<file path="src/rtl/xop_pkg.sv">
package xop_pkg;

   localparam int NPTR = 4;

   typedef enum logic [1:0] {
      PH_IDLE = 2'd0,
      PH_MAIN = 2'd1,
      PH_EPI  = 2'd2
   } phase_t;

   localparam logic [1:0] UPD_NONE = 2'b00;
   localparam logic [1:0] UPD_DEC  = 2'b01;
   localparam logic [1:0] UPD_INC  = 2'b10;
   localparam logic [1:0] UPD_IDX  = 2'b11;

   // control for one phase of an extension operation
   typedef struct packed {
      logic                  st_en;
      logic [1:0]            st_ptr;
      logic [2:0]            src_sel;
      logic                  mv_en;
      logic                  la_en;
      logic [1:0]            la_ptr;
      logic [2:0]            a_dst;
      logic                  lb_en;
      logic [2:0]            lb_dst;
      logic [NPTR-1:0][1:0]  upd;
   } ctl_t;

   function automatic logic [1:0] upd_step(input logic use_idx);
      return use_idx ? UPD_IDX : UPD_INC;
   endfunction

endpackage

</file>
<file path="src/rtl/xop_decode.sv">
module xop_decode
   import xop_pkg::*;
(
   input  logic [7:0] op,
   output ctl_t       ctl_main,
   output ctl_t       ctl_epi,
   output logic       has_epi
);

   logic [1:0] st_p;
   logic [1:0] ld_p;

   assign has_epi = (op[7:6] == 2'b10);
   assign st_p    = op[1] ? 2'd0 : 2'd3;
   assign ld_p    = op[1] ? 2'd3 : 2'd0;

   always_comb begin
      ctl_main = '0;
      ctl_epi  = '0;
      priority casez (op)
         8'b0000_00??: ;
         8'b0000_????: begin
            ctl_main.upd[op[1:0]] = op[3:2];
         end
         8'b0001_????: begin
            ctl_main.mv_en   = 1'b1;
            ctl_main.src_sel = {1'b1, op[1:0]};
            ctl_main.a_dst   = {1'b0, op[3:2]};
         end
         8'b001?_????: begin
            ctl_main.st_en        = 1'b1;
            ctl_main.st_ptr       = op[1:0];
            ctl_main.src_sel      = {1'b1, op[4:3]};
            ctl_main.upd[op[1:0]] = upd_step(op[2]);
         end
         8'b01??_????: begin
            ctl_main.la_en        = 1'b1;
            ctl_main.la_ptr       = op[1:0];
            ctl_main.a_dst        = op[5:3];
            ctl_main.upd[op[1:0]] = upd_step(op[2]);
         end
         8'b10??_????: begin
            ctl_main.st_en     = 1'b1;
            ctl_main.st_ptr    = st_p;
            ctl_main.src_sel   = {2'b11, op[0]};
            ctl_main.upd[st_p] = (st_p == 2'd3) ? upd_step(op[3]) : upd_step(op[2]);
            ctl_epi.la_en      = 1'b1;
            ctl_epi.la_ptr     = ld_p;
            ctl_epi.a_dst      = {1'b0, op[5:4]};
            ctl_epi.upd[ld_p]  = (ld_p == 2'd3) ? upd_step(op[3]) : upd_step(op[2]);
         end
         default: begin
            ctl_main.la_en        = 1'b1;
            ctl_main.la_ptr       = op[1:0];
            ctl_main.a_dst        = {1'b0, op[5], 1'b0};
            ctl_main.lb_en        = 1'b1;
            ctl_main.lb_dst       = {1'b0, op[4], 1'b1};
            ctl_main.upd[op[1:0]] = upd_step(op[2]);
            // pointer 3 request set last so it wins when both name pointer 3
            ctl_main.upd[3]       = upd_step(op[3]);
         end
      endcase
   end

endmodule

</file>
<file path="src/rtl/xop_phase.sv">
module xop_phase
   import xop_pkg::*;
(
   input  logic   clk,
   input  logic   rst_n,
   input  logic   go,
   input  logic   has_epi,
   output phase_t phase,
   output logic   take,
   output logic   busy,
   output logic   done
);

   phase_t phase_nx;

   assign take = go && (phase == PH_IDLE);
   assign busy = (phase != PH_IDLE);
   assign done = ((phase == PH_MAIN) && !has_epi) || (phase == PH_EPI);

   always_comb begin
      phase_nx = phase;
      unique case (phase)
         PH_IDLE: if (go) phase_nx = PH_MAIN;
         PH_MAIN: phase_nx = has_epi ? PH_EPI : PH_IDLE;
         PH_EPI:  phase_nx = PH_IDLE;
         default: phase_nx = PH_IDLE;
      endcase
   end

   always_ff @(posedge clk or negedge rst_n) begin
      if (!rst_n) phase <= PH_IDLE;
      else        phase <= phase_nx;
   end

endmodule

</file>
<file path="src/rtl/xop_route.sv">
module xop_route
   import xop_pkg::*;
#(
   parameter int AW = 16,
   parameter int DW = 16
) (
   input  ctl_t                 ctl,
   input  logic [NPTR*AW-1:0]   ptr_val,
   input  logic [DW-1:0]        rf_rd_data,
   input  logic [DW-1:0]        mem_rdata_a,
   input  logic [DW-1:0]        mem_rdata_b,
   output logic [2*NPTR-1:0]    upd_req,
   output logic [2:0]           rf_rd_sel,
   output logic                 mem_we,
   output logic [AW-1:0]        mem_waddr,
   output logic [DW-1:0]        mem_wdata,
   output logic                 mem_re_a,
   output logic [AW-1:0]        mem_raddr_a,
   output logic                 mem_re_b,
   output logic [AW-1:0]        mem_raddr_b,
   output logic                 rf_we_a,
   output logic [2:0]           rf_wsel_a,
   output logic [DW-1:0]        rf_wdata_a,
   output logic                 rf_we_b,
   output logic [2:0]           rf_wsel_b,
   output logic [DW-1:0]        rf_wdata_b
);

   localparam int PAIR_PTR = NPTR - 1;

   logic [AW-1:0] ptr_arr [NPTR];

   for (genvar g = 0; g < NPTR; g++) begin : g_ptr
      assign ptr_arr[g]        = ptr_val[g*AW +: AW];
      assign upd_req[2*g +: 2] = ctl.upd[g];
   end

   assign rf_rd_sel   = ctl.src_sel;
   assign mem_we      = ctl.st_en;
   assign mem_waddr   = ptr_arr[ctl.st_ptr];
   assign mem_wdata   = rf_rd_data;

   assign mem_re_a    = ctl.la_en;
   assign mem_raddr_a = ptr_arr[ctl.la_ptr];
   assign rf_we_a     = ctl.la_en | ctl.mv_en;
   assign rf_wsel_a   = ctl.a_dst;
   assign rf_wdata_a  = ctl.mv_en ? rf_rd_data : mem_rdata_a;

   assign mem_re_b    = ctl.lb_en;
   assign mem_raddr_b = ptr_arr[PAIR_PTR];
   assign rf_we_b     = ctl.lb_en;
   assign rf_wsel_b   = ctl.lb_dst;
   assign rf_wdata_b  = mem_rdata_b;

endmodule

</file>
<file path="src/rtl/xop_engine.sv">
module xop_engine
   import xop_pkg::*;
#(
   parameter int AW = 16,
   parameter int DW = 16
) (
   input  logic              clk,
   input  logic              rst_n,
   input  logic              go,
   input  logic [7:0]        op_byte,
   output logic              busy,
   output logic              done,
   input  logic [4*AW-1:0]   ptr_val,
   output logic [7:0]        upd_req,
   output logic [2:0]        rf_rd_sel,
   input  logic [DW-1:0]     rf_rd_data,
   output logic              mem_we,
   output logic [AW-1:0]     mem_waddr,
   output logic [DW-1:0]     mem_wdata,
   output logic              mem_re_a,
   output logic [AW-1:0]     mem_raddr_a,
   input  logic [DW-1:0]     mem_rdata_a,
   output logic              mem_re_b,
   output logic [AW-1:0]     mem_raddr_b,
   input  logic [DW-1:0]     mem_rdata_b,
   output logic              rf_we_a,
   output logic [2:0]        rf_wsel_a,
   output logic [DW-1:0]     rf_wdata_a,
   output logic              rf_we_b,
   output logic [2:0]        rf_wsel_b,
   output logic [DW-1:0]     rf_wdata_b
);

   if (AW < 2) begin : g_aw_bad
      $error("xop_engine: AW must be at least 2");
   end
   if (DW < 2) begin : g_dw_bad
      $error("xop_engine: DW must be at least 2");
   end

   logic [7:0] op_q;
   phase_t     phase;
   logic       take;
   logic       has_epi;
   ctl_t       ctl_main;
   ctl_t       ctl_epi;
   ctl_t       ctl_sel;

   always_ff @(posedge clk or negedge rst_n) begin
      if (!rst_n)    op_q <= '0;
      else if (take) op_q <= op_byte;
   end

   xop_decode i_dec (
      .op       (op_q),
      .ctl_main (ctl_main),
      .ctl_epi  (ctl_epi),
      .has_epi  (has_epi)
   );

   xop_phase i_phase (
      .clk     (clk),
      .rst_n   (rst_n),
      .go      (go),
      .has_epi (has_epi),
      .phase   (phase),
      .take    (take),
      .busy    (busy),
      .done    (done)
   );

   always_comb begin
      unique case (phase)
         PH_MAIN: ctl_sel = ctl_main;
         PH_EPI:  ctl_sel = ctl_epi;
         default: ctl_sel = '0;
      endcase
   end

   xop_route #(.AW(AW), .DW(DW)) i_route (
      .ctl         (ctl_sel),
      .ptr_val     (ptr_val),
      .rf_rd_data  (rf_rd_data),
      .mem_rdata_a (mem_rdata_a),
      .mem_rdata_b (mem_rdata_b),
      .upd_req     (upd_req),
      .rf_rd_sel   (rf_rd_sel),
      .mem_we      (mem_we),
      .mem_waddr   (mem_waddr),
      .mem_wdata   (mem_wdata),
      .mem_re_a    (mem_re_a),
      .mem_raddr_a (mem_raddr_a),
      .mem_re_b    (mem_re_b),
      .mem_raddr_b (mem_raddr_b),
      .rf_we_a     (rf_we_a),
      .rf_wsel_a   (rf_wsel_a),
      .rf_wdata_a  (rf_wdata_a),
      .rf_we_b     (rf_we_b),
      .rf_wsel_b   (rf_wsel_b),
      .rf_wdata_b  (rf_wdata_b)
   );

endmodule

</file>
<file path="config.mk">
export PLATFORM = sky130hd
export DESIGN_NAME = xop_engine
export DESIGN_NICKNAME = d
export VERILOG_FILES = /design/src/rtl/xop_pkg.sv /design/src/rtl/xop_decode.sv /design/src/rtl/xop_phase.sv /design/src/rtl/xop_route.sv /design/src/rtl/xop_engine.sv
export SDC_FILE = /design/constraint.sdc
export NUM_CORES = 1
export LEC_CHECK = 0
export ABC_AREA = 1
export BUFFER_PORTS_ARGS = -buffer_cell sky130_fd_sc_hd__buf_4
export CORE_MARGIN = 2
export CORE_UTILIZATION = 37
export CTS_BUF_LIST = sky130_fd_sc_hd__clkbuf_16
export DETAILED_ROUTE_END_ITERATION = 8
export PLACE_DENSITY = 0.86
export SLEW_MARGIN = 20
export SYNTH_ARGS = -nofsm -noshare
export SYNTH_HDL_FRONTEND = slang
export SYNTH_SLANG_ARGS = --single-unit
</file>
<file path="constraint.sdc">
create_clock -name clk -period 1.6 [get_ports clk]
set_clock_uncertainty 0.05 [all_clocks]
set_input_delay 0.08 -clock clk [delete_from_list [all_inputs] [get_ports clk]]
set_output_delay 0.08 -clock clk [all_outputs]
set_load 0.03 [all_outputs]
</file>
# Word-level counts from Yosys, hierarchy flattened
# Cells that the tools add are included.
[classes]
bitwise = 7
eq_ne = 9
order_cmp = 8
muxes = 41
n_reduce_logical = 15
[ops]
columns = ["operator", "count"]
rows = [
  ["$mux 16", 5],
  ["$bmux 16 s2", 2],
  ["$pmux 25 s2", 1],
  ["$and 8x8->8", 4],
  ["$pmux 8 s4", 1],
  ["$mux 8", 3],
  ["$mux 2", 9],
  ["$pmux 3 s3", 2],
  ["$mux 3", 5],
  ["$demux 2 s2", 3],
  ["$mux 6", 2],
  ["$lt 2x3->1 const B", 3],
  ["$eq 2x2->1 const B", 4],
  ["$mux 4", 2],
  ["$ge 2x1->1 const B", 3],
  ["$ge 3x3->1 const B", 2],
  ["$logic_not 6->1", 1],
  ["$not 2->3", 2],
  ["$pmux 3 s2", 1],
  ["$logic_and 1x1->1", 5],
  ["$reduce_or 5->1", 1],
  ["$eq 2x1->1 const B", 2],
  ["$eq 4x1->1 const B", 1],
  ["$logic_not 4->1", 1],
  ["other kinds (12)", 15],
]
[word_totals]
wordCells = 82
reg_bits = 10
in_bits = 123

# Longest topological paths before layout
[logic_depth]
word_depth = 13
depth_mapped = 12

# Hierarchy
# From an unflattened synthesis, not the netlist that was laid out.
[unflattened]
hier_cells = 669
area_unflattened_um2 = 3553.4
[by_module_without_submodules]
columns = ["mod", "cells_per_inst", "area_each_um2", "n_inst"]
rows = [
  ["xop_route", 434, 2104.5, 1],
  ["xop_engine", 121, 824.5, 1],
  ["xop_decode", 100, 525.5, 1],
  ["xop_phase", 14, 98.8, 1],
]

# Least setup slack after synthesis
# OpenSTA, ideal clock, no wires.
[synth_timing]
kind = "register to output"
from = "register i_phase.phase[0]"
to = "output rf_wsel_a[1]"
slack_ns = -0.500
arrival_time_ns = 1.970
stages_incl_launch_ff = 8
cell_sequence = "dfrtp_1 -> inv_1 -> ha_1 -> buf_4 -> buf_2 -> clkbuf_1 -> o211ai_1 -> a31oi_1"
[synth_between]
elab_chain_cells = 2
[synth_lines]
columns = ["element", "line", "source"]
rows = [
  ["start, declared", "xop_phase.sv:8", "output phase_t phase,"],
  ["start signal, assigned", "xop_phase.sv:32", "else phase <= phase_nx;"],
  ["$eq 2x2->1 or $eq 2x1->1 (tied branches)", "xop_engine.sv:73", "unique case (phase)"],
  ["$pmux 25 s2 (*)", "xop_engine.sv:73", ""],
  ["end, declared", "xop_engine.sv:27", "output logic [2:0] rf_wsel_a,"],
]
# Every way passes the cells marked *; elsewhere a longest branch is shown, timed or not.

# Worst setup path after layout
[layout_timing]
from = "register i_phase.phase[1]"
to = "output mem_raddr_a[13]"
[layout_between]
elab_chain_cells = 6
[layout_lines]
columns = ["element", "line", "source"]
rows = [
  ["$eq 2x2->1 or $eq 2x1->1 (tied branches)", "xop_engine.sv:73", ""],
  ["$pmux 25 s2 (*)", "xop_engine.sv:73", ""],
  ["$not 2->3 (not written as such) (*)", "xop_route.sv:44", "assign mem_raddr_a = ptr_arr[ctl.la_ptr];"],
  ["$bmux 16 s2 (*)", "xop_route.sv:44", ""],
  ["$mux 16 (not written as such) (*) (2 in a row)", "xop_route.sv:44", ""],
  ["end, declared", "xop_engine.sv:21", "output logic [AW-1:0] mem_raddr_a,"],
]
# Every way passes the cells marked *; elsewhere a longest branch is shown, timed or not. The select of a mux whose other input is x is not followed.

==> impl_metrics.py <==
metrics = {
    "outcome": {
        "outcome": "finished with violations",
        "violations": "negative setup slack",
    },
    "global_route": {
        "grt_pass1_wl_um": 21400,
        "grt_usage_pct": 29.1,
        "grt_pass1_vias": 4584,
        "grt_max_degree": 41,
        "grt_overflow_total": 0,
        "antenna_found_initial": 0,
    },
    "cells_and_area": {
        "drive_above_1_share_pct": 61.8,
        "seq_area_um2": 253,
        "multi_input_area_mm2": 0.00300,
        "final_cell_mix": "195 x buf_4, 91 x nand2_1, 80 x buf_6",
        "mostFrequentLayoutCell": "buf_4",
        "nFillCells": 488,
        "nNetsFinal": 926,
        "num_antenna_cells": 0,
        "syn2layout_area_growth_pct": 114,
    },
    "clock_tree": {
        "cts_root_buffer": "clkbuf_16",
        "cts_tree": "done",
        "htree_levels": 1,
        "clock_latency_ps": 230,
        "clkTransAtPathRegs_ps": 40,
        "ctsLongestPathBuffers": 2,
        "numCtsBuffers": 3,
        "cts_sinks": 10,
    },
    "drt": {
        "wl_met2_um": 8180,
        "wl_met1_um": 5880,
        "wl_um": 16300,
        "dr_total_vias": 5049,
        "top_layer": "met4",
        "wl_met3_um": 1450,
        "drc": 0,
        "wire_per_inst_um": 18.0,
        "viasPerCell": 5.59,
        "ant_nets": 0,
        "dr.pass1.iters": 5,
        "drtIter0Drc": 405,
    },
    "die": {
        "num_io_pins": 243,
        "start_util_pct": 37.9,
        "die_h_um": 95.5,
        "die_w_um": 95.5,
        "rows": 33,
        "dieArea_mm2": 0.00911,
        "core_area_mm2": 0.00818,
    },
    "critical_path": {
        "crit_chain": "inv_2, ha_4, nand2_2, inv_2, nand2_4, nand2_8, buf_12, nand2_8, nand2_4, nand3_2, nand2_2, buf_6",
        "rrSetupSlack_ps": 320,
        "cp-end-kind": "output pin",
        "cp_data_required_time_ps": 1470,
        "path_buf_inv": 4,
        "slowest_stage": "dfrtp_1",
        "crit_type": "flop to output pin",
        "r2r_cells": 6,
        "worstPathMaxFanout": 8,
        "cp_top_family": "simple AND/OR/NAND/NOR gates",
        "regToRegStartpoint": "i_phase.phase[1]",
        "slowest_delay_ps": 380,
        "arrival_ps": 1930,
        "r2r-end": "op_q[7]",
        "start_kind": "flop",
    },
    "min_path": {
        "worst_hold_path.endpoint": "op_q[0]",
        "whs_path_depth": 2,
        "hp-start": "op_byte[0]",
        "hold_path.class": "input pin to flop",
    },
    "logic_synthesis": {
        "synth_top_family_by_area": "simple AND/OR/NAND/NOR gates",
        "synthFlopType": "dfrtp_1",
        "ys_ff_latch": 10,
        "async_flop_share_pct": 100,
        "synth_cell_types": 30,
        "synth-edff-count": 0,
        "synth_xor_area_share_pct": 0,
        "yosysSeqAreaShare_pct": 8.08,
        "synth.area.mux_share_pct": 0.364,
        "synth_nets": 706,
        "yosys.area_share.simple_pct": 56.0,
        "synth_compound_area_share_pct": 4.85,
        "synthesis.instances": 580,
        "syn_avg_cell_area_um2": 5.34,
        "synth-adder-area-share_pct": 1.21,
        "syn-cell-area_mm2": 0.00310,
        "yosysWarnings": 0,
    },
    "timing": {
        "hold_ws_ps": 26.0,
        "finalHoldViolations": 0,
        "period_minus_slack_ps": 2060,
        "slew_viol_final": 0,
        "setup_ws_ps": -459,
        "finalSetupViolations": 70,
        "finalCritPeriodShare_pct": 129,
        "max_freq_ghz": 0.486,
        "rsz0062_at_grt": "true",
        "tns_ps": -24280,
    },
    "power_and_ir_drop": {
        "switching_share_pct": 55.8,
        "power_leakage_uw": 0.00334,
        "worst_ir_drop_vdd_mv": 1.63,
        "seq_power_share_pct": 4.3,
        "power_switching_uw": 6360,
        "powerDensity_mw_per_mm2": 1720,
        "clkPwrFrac_pct": 3.9,
        "combPwrFrac_pct": 91.8,
        "p_int_uw": 5030,
    },
    "place": {
        "gp_congestion": 0.909,
        "post-dp-hpwl_um": 9940,
        "io_buffers": 209,
    },
    "run": {
        "cap_violations": 0,
    },
}
[synthesized netlist by cell type (4+ instances only)]
cell type  count  area share, %
a21oi_1       18            2.9
buf_2         14            2.3
buf_4         56             14
clkbuf_1      10            1.2
dfrtp_1       10            8.1
inv_1         80            9.7
inv_2          7           0.85
nand2_1      163             20
nand2_4        7            2.5
nand3_1      120             19
nand4_1       33            6.7
nor2_1        19            2.3
nor2_4         4            1.5
nor3_1         6           0.97
o21ai_0        8            1.3
[worst reg2reg max path, cell delays in order, from the launching register on]
cell and delay, ps:
dfrtp_1 380, inv_2 120, ha_4 160, nand2_1 70, buf_4 180, nor2_1 120, a21oi_1 70
[worst max path at each step]
stage                           startpoint               to  cells after the start  slack, ps
after floorplan           i_phase.phase[0]     rf_wsel_a[2]                      5       -150
after global placement    i_phase.phase[1]  mem_raddr_a[10]                     11       -200
after detailed placement  i_phase.phase[1]  mem_raddr_a[15]                     11       -280
after CTS                 i_phase.phase[0]   mem_raddr_a[0]                     11       -360
after global routing      i_phase.phase[1]  mem_raddr_a[13]                     12       -530
final                     i_phase.phase[1]  mem_raddr_a[13]                     12       -460
[metal layers]
layer  vias up  track usage (%)
li1       2254                -
met1      2374             33.4
met2       336             50.9
met3        85             5.85
met4         0             14.9
met5         -                0
[timing repair]
action | 4_1_cts | 5_1_grt
cloned | 4 | 6
setup endpoints to repair | 70 | 70
hold buffers | 1 | 0
hold endpoints to repair | 10 | 0
setup buffers | 13 | 13
gates resized for setup | 123 | 139
pin swaps | 31 | 74
[metrics by stage]
step,power (uW),instances,utilization (%),worst slack (ps),instance area [um^2]
final,11400,904,81.2,-459,6640
after global routing,11900,904,81.2,-535,6640
after CTS,9550,885,70.5,-361,5770
after detailed placement,7620,863,60.6,-279,4950
after global placement,7540,863,60.6,-202,4950
after floorplan,5220,580,-,-152,3390
[area by class of cell]
type / count / share of cell area, %
Multi-Input combinational cell: 400 / 45.2
Timing Repair Buffer: 296 / 42.1
Inverter: 89 / 5.75
Sequential cell: 10 / 3.81
Tap cell: 105 / 1.98
Clock buffer: 3 / 1.13
Clock inverter: 1 / 0.0566
[kinds of logic (layout without fill, tap and decap cells)]
| logic type | after synthesis | count (layout) |
|---|---|---|
| AND/OR/NAND/NOR | 361 | 366 |
| buffers and inverters | 175 | 389 |
| AO/OA/AOI/OAI | 29 | 29 |
| flip-flops | 10 | 10 |
| adder cells (fa/ha/maj) | 3 | 3 |
| other | 1 | 1 |
| multiplexers | 1 | 1 |
[power groups by stage]
stage	clock, uW	combinational (uW)	sequential [uW]
finish	444	10500	495
global route	460	10900	510
CTS	448	8610	494
detailed placement	0	7130	492
global placement	0	7060	481
floorplan	0	4710	507
[flip-flops by register name (all words and copies together), names as in the netlist]
name / cells
op_q: 8
i_phase.phase: 2
Power figures use the tool's default switching activity.
